## src/rtl/rdptr_pkg.sv

```systemverilog
package rdptr_pkg;
  // Successor of a read address in a space of depth locations.
  function automatic int unsigned rdptr_next(input int unsigned addr, input int unsigned depth);
    return (addr >= depth - 1) ? 0 : addr + 1;
  endfunction

  // True when an applied reset comes too soon after the previous one.
  function automatic logic rdptr_gap_short(input int unsigned gap, input int unsigned min_gap,
                                           input logic seen);
    return seen && (gap < min_gap);
  endfunction
endpackage

```

## src/rtl/rdptr_sync.sv

```systemverilog
module rdptr_sync #(
  parameter int STAGES = 2
) (
  input  logic clk,
  input  logic rst_n,
  input  logic d_i,
  output logic q_o
);
  logic [STAGES-1:0] sr;

  if (STAGES > 1) begin : g_chain
    always_ff @(posedge clk or negedge rst_n) begin
      if (!rst_n) sr <= '0;
      else        sr <= {sr[STAGES-2:0], d_i};
    end
  end else begin : g_single
    always_ff @(posedge clk or negedge rst_n) begin
      if (!rst_n) sr <= '0;
      else        sr <= d_i;
    end
  end

  assign q_o = sr[STAGES-1];
endmodule

```

## src/rtl/rdptr_rst_track.sv

```systemverilog
module rdptr_rst_track (
  input  logic clk,
  input  logic rst_n,
  input  logic strobe_s,
  input  logic re_i,
  output logic rise_o,
  output logic apply_o,
  output logic pend_o
);
  logic strobe_d;
  logic pend_q;
  logic req;

  always_ff @(posedge clk or negedge rst_n) begin
    if (!rst_n) strobe_d <= 1'b0;
    else        strobe_d <= strobe_s;
  end

  assign rise_o  = strobe_s & ~strobe_d;
  assign req     = rise_o | pend_q;
  assign apply_o = req & re_i;

  always_ff @(posedge clk or negedge rst_n) begin
    if (!rst_n) pend_q <= 1'b0;
    else        pend_q <= req & ~re_i;
  end

  assign pend_o = pend_q;
endmodule

```

## src/rtl/rdptr_spacing.sv

```systemverilog
module rdptr_spacing #(
  parameter int MIN_GAP = 20
) (
  input  logic clk,
  input  logic rst_n,
  input  logic apply_i,
  input  logic re_i,
  output logic viol_o
);
  import rdptr_pkg::*;
  localparam int CNT_W = $clog2(MIN_GAP + 1);

  logic [CNT_W-1:0] gap_q;
  logic             seen_q;
  logic             viol_q;
  logic             too_soon;

  assign too_soon = rdptr_gap_short(32'(gap_q), MIN_GAP, seen_q);

  always_ff @(posedge clk or negedge rst_n) begin
    if (!rst_n) begin
      gap_q  <= '0;
      seen_q <= 1'b0;
      viol_q <= 1'b0;
    end else if (apply_i) begin
      if (too_soon) viol_q <= 1'b1;
      seen_q <= 1'b1;
      gap_q  <= '0;
    end else if (re_i && (gap_q < CNT_W'(MIN_GAP))) begin
      gap_q <= gap_q + 1'b1;
    end
  end

  assign viol_o = viol_q;
endmodule

```

## src/rtl/rdptr_ctl.sv

```systemverilog
module rdptr_ctl #(
  parameter int DEPTH       = 245760,
  parameter int MIN_GAP     = 20,
  parameter int SYNC_STAGES = 2,
  parameter int ADDR_W      = $clog2(DEPTH)
) (
  input  logic              clk,
  input  logic              rst_n,
  input  logic              rstr_i,
  input  logic              re_i,
  input  logic              oe_i,
  output logic [ADDR_W-1:0] rd_addr_o,
  output logic              rd_valid_o,
  output logic              viol_o
);
  import rdptr_pkg::*;

  logic              strobe_s;
  logic              strobe_rise;
  logic              reset_apply;
  logic              reset_pend;
  logic [ADDR_W-1:0] addr_q;
  logic              valid_q;

  rdptr_sync #(.STAGES(SYNC_STAGES)) u_sync (
    .clk(clk), .rst_n(rst_n), .d_i(rstr_i), .q_o(strobe_s)
  );

  rdptr_rst_track u_track (
    .clk(clk), .rst_n(rst_n), .strobe_s(strobe_s), .re_i(re_i),
    .rise_o(strobe_rise), .apply_o(reset_apply), .pend_o(reset_pend)
  );

  rdptr_spacing #(.MIN_GAP(MIN_GAP)) u_gap (
    .clk(clk), .rst_n(rst_n), .apply_i(reset_apply), .re_i(re_i), .viol_o(viol_o)
  );

  always_ff @(posedge clk or negedge rst_n) begin
    if (!rst_n)           addr_q <= '0;
    else if (reset_apply) addr_q <= '0;
    else if (re_i)        addr_q <= ADDR_W'(rdptr_next(32'(addr_q), DEPTH));
  end

  always_ff @(posedge clk or negedge rst_n) begin
    if (!rst_n) valid_q <= 1'b0;
    else        valid_q <= re_i & oe_i;
  end

  assign rd_addr_o  = addr_q;
  assign rd_valid_o = valid_q;
endmodule

```

## config.mk

```make
export PLATFORM = sky130hd
export DESIGN_NAME = rdptr_ctl
export DESIGN_NICKNAME = d
export VERILOG_FILES = /design/src/rtl/rdptr_pkg.sv /design/src/rtl/rdptr_sync.sv /design/src/rtl/rdptr_rst_track.sv /design/src/rtl/rdptr_spacing.sv /design/src/rtl/rdptr_ctl.sv
export SDC_FILE = /design/constraint.sdc
export NUM_CORES = 1
export LEC_CHECK = 0
export ABC_AREA = 1
export BUFFER_PORTS_ARGS = -buffer_cell sky130_fd_sc_hd__buf_4
export CAP_MARGIN = 20
export CELL_PAD_IN_SITES_DETAIL_PLACEMENT = 1
export CELL_PAD_IN_SITES_GLOBAL_PLACEMENT = 1
export CORE_MARGIN = 3
export CORE_UTILIZATION = 44
export CTS_CLUSTER_DIAMETER = 150
export CTS_CLUSTER_SIZE = 12
export DETAILED_ROUTE_END_ITERATION = 8
export PLACE_DENSITY_LB_ADDON = 0.3
export SLEW_MARGIN = 20
export SYNTH_ARGS = -nofsm -noshare
export SYNTH_HDL_FRONTEND = slang
export SYNTH_SLANG_ARGS = --single-unit
export TNS_END_PERCENT = 30
```

## constraint.sdc

```tcl
create_clock -name clk -period 4.07 [get_ports clk]
set_input_delay 0.2035 -clock clk [delete_from_list [all_inputs] [get_ports clk]]
set_output_delay 0.2035 -clock clk [all_outputs]
set_load 0.005 [all_outputs]
```

# After elaboration in Yosys (flattened, before gate mapping)
# Index checks and enable logic that the tools add are counted.
[totals]
reg_bits = 30
in_bits = 5
elab_cells = 30
[classes]
n_addsub = 2
magnitude_cmp = 3
mux = 5
bitwise = 7
n_reduce_logical = 5
[op_table]
columns = ["cell", "n"]
rows = [
  ["$mux 18", 3],
  ["$add 18x1->18 const B", 1],
  ["$ge 18x18->1 const B", 1],
  ["$lt 5x5->1 const B", 2],
  ["$mux 5", 2],
  ["$add 5x1->5 const B", 1],
  ["$and 1x1->1", 4],
  ["$reduce_bool 2->1", 2],
  ["$logic_and 1x1->1", 2],
  ["$not 1->1", 2],
  ["$reduce_and 2->1", 1],
  ["$or 1x1->1", 1],
]

# Longest topological paths before layout
[depth]
depth_word = 5
mapped_depth = 9
depth_no_buf = 9

# Cells and area by module
# From an unflattened synthesis, not the netlist that was laid out.
[unflattened]
hier_cells = 215
hier_area_um2 = 1697.9
[by_module_without_submodules]
columns = ["module", "n_inst", "cells_per_inst", "area_each_um2"]
rows = [
  ["rdptr_ctl", 1, 166, 1227.4],
  ["rdptr_spacing", 1, 38, 339.1],
  ["rdptr_rst_track", 1, 9, 81.3],
  ["rdptr_sync", 1, 2, 50.0],
]

# Worst setup path before layout
# No wires, ideal clock.
[synth_timing]
path_kind = "register -> register"
from = "reg addr_q[0] (netlist: rd_addr_o[0])"
to = "reg addr_q[3] (netlist: rd_addr_o[3])"
arrival_time_ps = 1293
t_required_ps = 3938
setup_slack_ps = 2645
stages_incl_launch_ff = 9
synth_period_minus_slack_ps = 1425
path_cell_list = "dfrtp_1 > ha_1 > nand2_1 > nor2_1 > nand3_2 > nor2_4 > inv_2 > nand2_2 > o22ai_1"
[synth_between]
elab_chain_cells = 4
[synth_rtl]
columns = ["element", "line", "source"]
rows = [
  ["start: declaration", "rdptr_ctl.sv:22", "logic [ADDR_W-1:0] addr_q;"],
  ["start signal: assignment", "rdptr_ctl.sv:41", "else if (re_i) addr_q <= ADDR_W'(rdptr_next(32'(addr_q), DEPTH));"],
  ["$add 18x1->18 / $ge 18x18->1 (equally long branches)", "rdptr_pkg.sv:4", "return (addr >= depth - 1) ? 0 : addr + 1;"],
  ["$mux 18 *", "rdptr_pkg.sv:4", ""],
  ["$mux 18 *", "rdptr_ctl.sv:41", ""],
  ["$mux 18 *", "rdptr_ctl.sv:40", "else if (reset_apply) addr_q <= '0;"],
]
# Every way passes the cells marked *; elsewhere a longest branch is shown, timed or not. The select of a mux whose other input is x is not followed.
# A chain may end at the register's enable or synchronous reset.

# Final worst setup path
[layout_timing]
from = "reg addr_q[0] (netlist: rd_addr_o[0])"
to = "reg addr_q[0] (netlist: rd_addr_o[0])"
# The elaborated chain is that of the path after synthesis.

==> flow_metrics.tcl <==
set metrics [dict create \
    drc 0 \
    clockBufferDepth 2 \
    synth_top_family_by_area "simple AND/OR/NAND/NOR gates" \
    synth_cell_types 25 \
    globalplace.congestion 0.881 \
    synthMuxAreaShare_pct 0 \
    nets 244 \
    core_mm2 0.00342 \
    layout_common_cells "nand2_1 (58), dfrtp_1 (30), inv_1 (26), buf_4 (24)" \
    cts_sinks 30 \
    portBuffers 24 \
    total_power_uw 716 \
    die_width_um 66.3 \
    max_freq_ghz 0.595 \
    relSlewSlack_pct 72.7 \
    synth_nets 212 \
    slew_violations 0 \
    synth-compound-area-share_pct 8.52 \
    hold_path_class "in -> reg" \
    ys_seq_elements 30 \
    synth_top_cell_by_area "dfrtp_1" \
    ys.warnings.count 0 \
    post_cts_resized 0 \
    area_delta_synth_final_pct 20.9 \
    cts_buffers 5 \
    cts_tree "done" \
    finalWirelength_um 4390 \
    cp_max_fo 9 \
    holdPathStages 3 \
    antenna_found_initial 0 \
    synth_area_leaders "dfrtp_1 (47%), nand2_1 (14%), nand3_1 (6.6%)" \
    die_h_um 66.3 \
    critPathCaptureType "register" \
    rr_worst_depth 8 \
    clk_latency_ns 0.33 \
    synth_top_area_share_pct 46.9 \
    crit_required_ns 4.28 \
    dieArea_mm2 0.00440 \
    hold_buffers 2 \
    grt_start_max_net_pins 31 \
    yosys.area_share.simple_pct 31.9 \
    final_layout_size_suffix_gt1_share_pct 18.1 \
    via_count 1512 \
    post_cts_buffers 0 \
    finalCritPeriodShare_pct 41.3 \
    maxCapViolCount 0 \
    status "finished clean" \
    startpoint_type "register" \
    skew_ns 0.0118 \
    syn_inst 205 \
    gr-total-overflow 0 \
    cts-root-buf "clkbuf_4" \
    ys_seq_area_share_pct 46.9 \
    synthXorXnorAreaFrac_pct 4.38 \
    powerDensity_mw_per_mm2 370 \
    setup_violations 0 \
    vdd_drop_max_mv 0.271 \
    path_clk_slew_ns 0.10 \
    p_leak_uw 0.000917 \
    tightestPinTransition_ns 0.408 \
    drt_iter0_markers 29 \
    hold_viol 0 \
    rows 21 \
    fin_crit_ns 1.68 \
    final_common_cell "nand2_1" \
    rsz0062_at_grt "no" \
    cp_data_arrival_time_ns 1.90 \
    grt_pass1_wl_um 7600 \
    initial_utilization_pct 46.9 \
    drtPass1Iterations 4 \
    netlist_area_mm2 0.00160 \
    ant_nets 0 \
    antenna_cells 0 \
    crit_type "reg -> reg" \
    dp_hpwl_um 3320 \
    yosys.area_share.adder_pct 1.56 \
    tns_ns 0 \
    wl_per_cell_um 15.5 \
    track_usage_pct 23.2 \
    grt_pass1_vias 1638 \
    htreeDepth 2 \
    ios 25 \
    syn_avg_cell_area_um2 7.81 \
    viasPerCell 5.34 \
]
[final timing paths]
| path | start | endpoint | slack, ns |
|---|---|---|---|
| setup / recovery | rd_addr_o[0]$_DFFE_PN0P_ | rd_addr_o[0]$_DFFE_PN0P_ | 2.39 |
| hold / removal | oe_i | rd_valid_o$_DFF_PN0_ | 0.08 |
| setup reg to reg | rd_addr_o[0]$_DFFE_PN0P_ | rd_addr_o[0]$_DFFE_PN0P_ | 2.39 |
| hold reg to reg | u_sync.sr[0]$_DFF_PN0_ | u_sync.sr[1]$_DFF_PN0_ | 0.39 |
| max in group asynchronous | rst_n | rd_addr_o[16]$_DFFE_PN0P_ | 3.44 |
| min in group asynchronous | rst_n | u_track.strobe_d$_DFF_PN0_ | 0.33 |
[logic make-up (layout without fill, tap and decap cells)]
logic type,count (synthesis),after routing
AOI/OAI and AO/OA,23,23
xor gates and xnor gates,8,8
adders and majority gates,2,2
buffers and inverters,29,61
DFF,30,30
and+or+nand+nor,113,113
[cell usage after synthesis (all sizes together)]
cell type  number
nand2          59
dfrtp          30
inv            28
nor2           26
nand3          22
o21ai          10
xor2            7
nand4           5
o22ai           5
a21oi           4
ha              2
o21bai          2
a31o            1
clkbuf          1
o31ai           1
or2             1
xnor2           1
[stage by stage]
step	worst slack [ns]	utilization [%]	area [um2]	instances	hold slack, ns
after detailed placement	2.41	53.7	1840	274	0.160
after global routing	2.18	56.7	1940	283	0.0772
final	2.39	56.7	1940	283	0.0781
after global placement	2.54	53.7	1840	274	0.151
after CTS	2.38	56.7	1940	283	0.0726
after floorplan	2.65	-	1600	205	-0.0921
[power by group]
group	switching [uW]	internal (uW)	leakage, uW	total [uW]
logic	60.1	49.1	0.000481	109
registers	33.5	325	0.000392	359
clock network	105	143	0.0000443	248
[per-layer routing]
metal / part of all wire, % / global-route usage, % / up-vias
met3: 4.6 / 4.25 / 9
met5: 0 / 0 / -
met2: 53 / 42.5 / 37
met1: 40 / 26.4 / 745
met4: 2.0 / 8.63 / 0
li1: - / - / 721
[worst max-delay path, stage by stage, from the launching register on]
cell,delay (ns)
dfrtp_1,0.46
ha_1,0.25
nand2_1,0.08
nor2_1,0.17
nand3_2,0.15
nor2_4,0.17
nor2_4,0.08
nor2_1,0.13
a21oi_1,0.06
[registers in the layout, indices dropped and copies added, names as in the netlist]
register          flops
u_gap.seen_q          1
u_track.strobe_d      1
u_sync.sr             2
u_track.pend_o        1
rd_valid_o            1
u_gap.gap_q           5
u_gap.viol_o          1
rd_addr_o            18
[final cells by class]
type                    count  area [um2]
clock inverters             1        30.0
inverters                  28         105
clock buffers               6        51.3
multi-input cells         146         742
flip-flops and latches     30         751
repair buffers             26         200
well taps                  46        57.6
fillers                   434        1480
No activity file was read; power rests on OpenSTA's default activity.
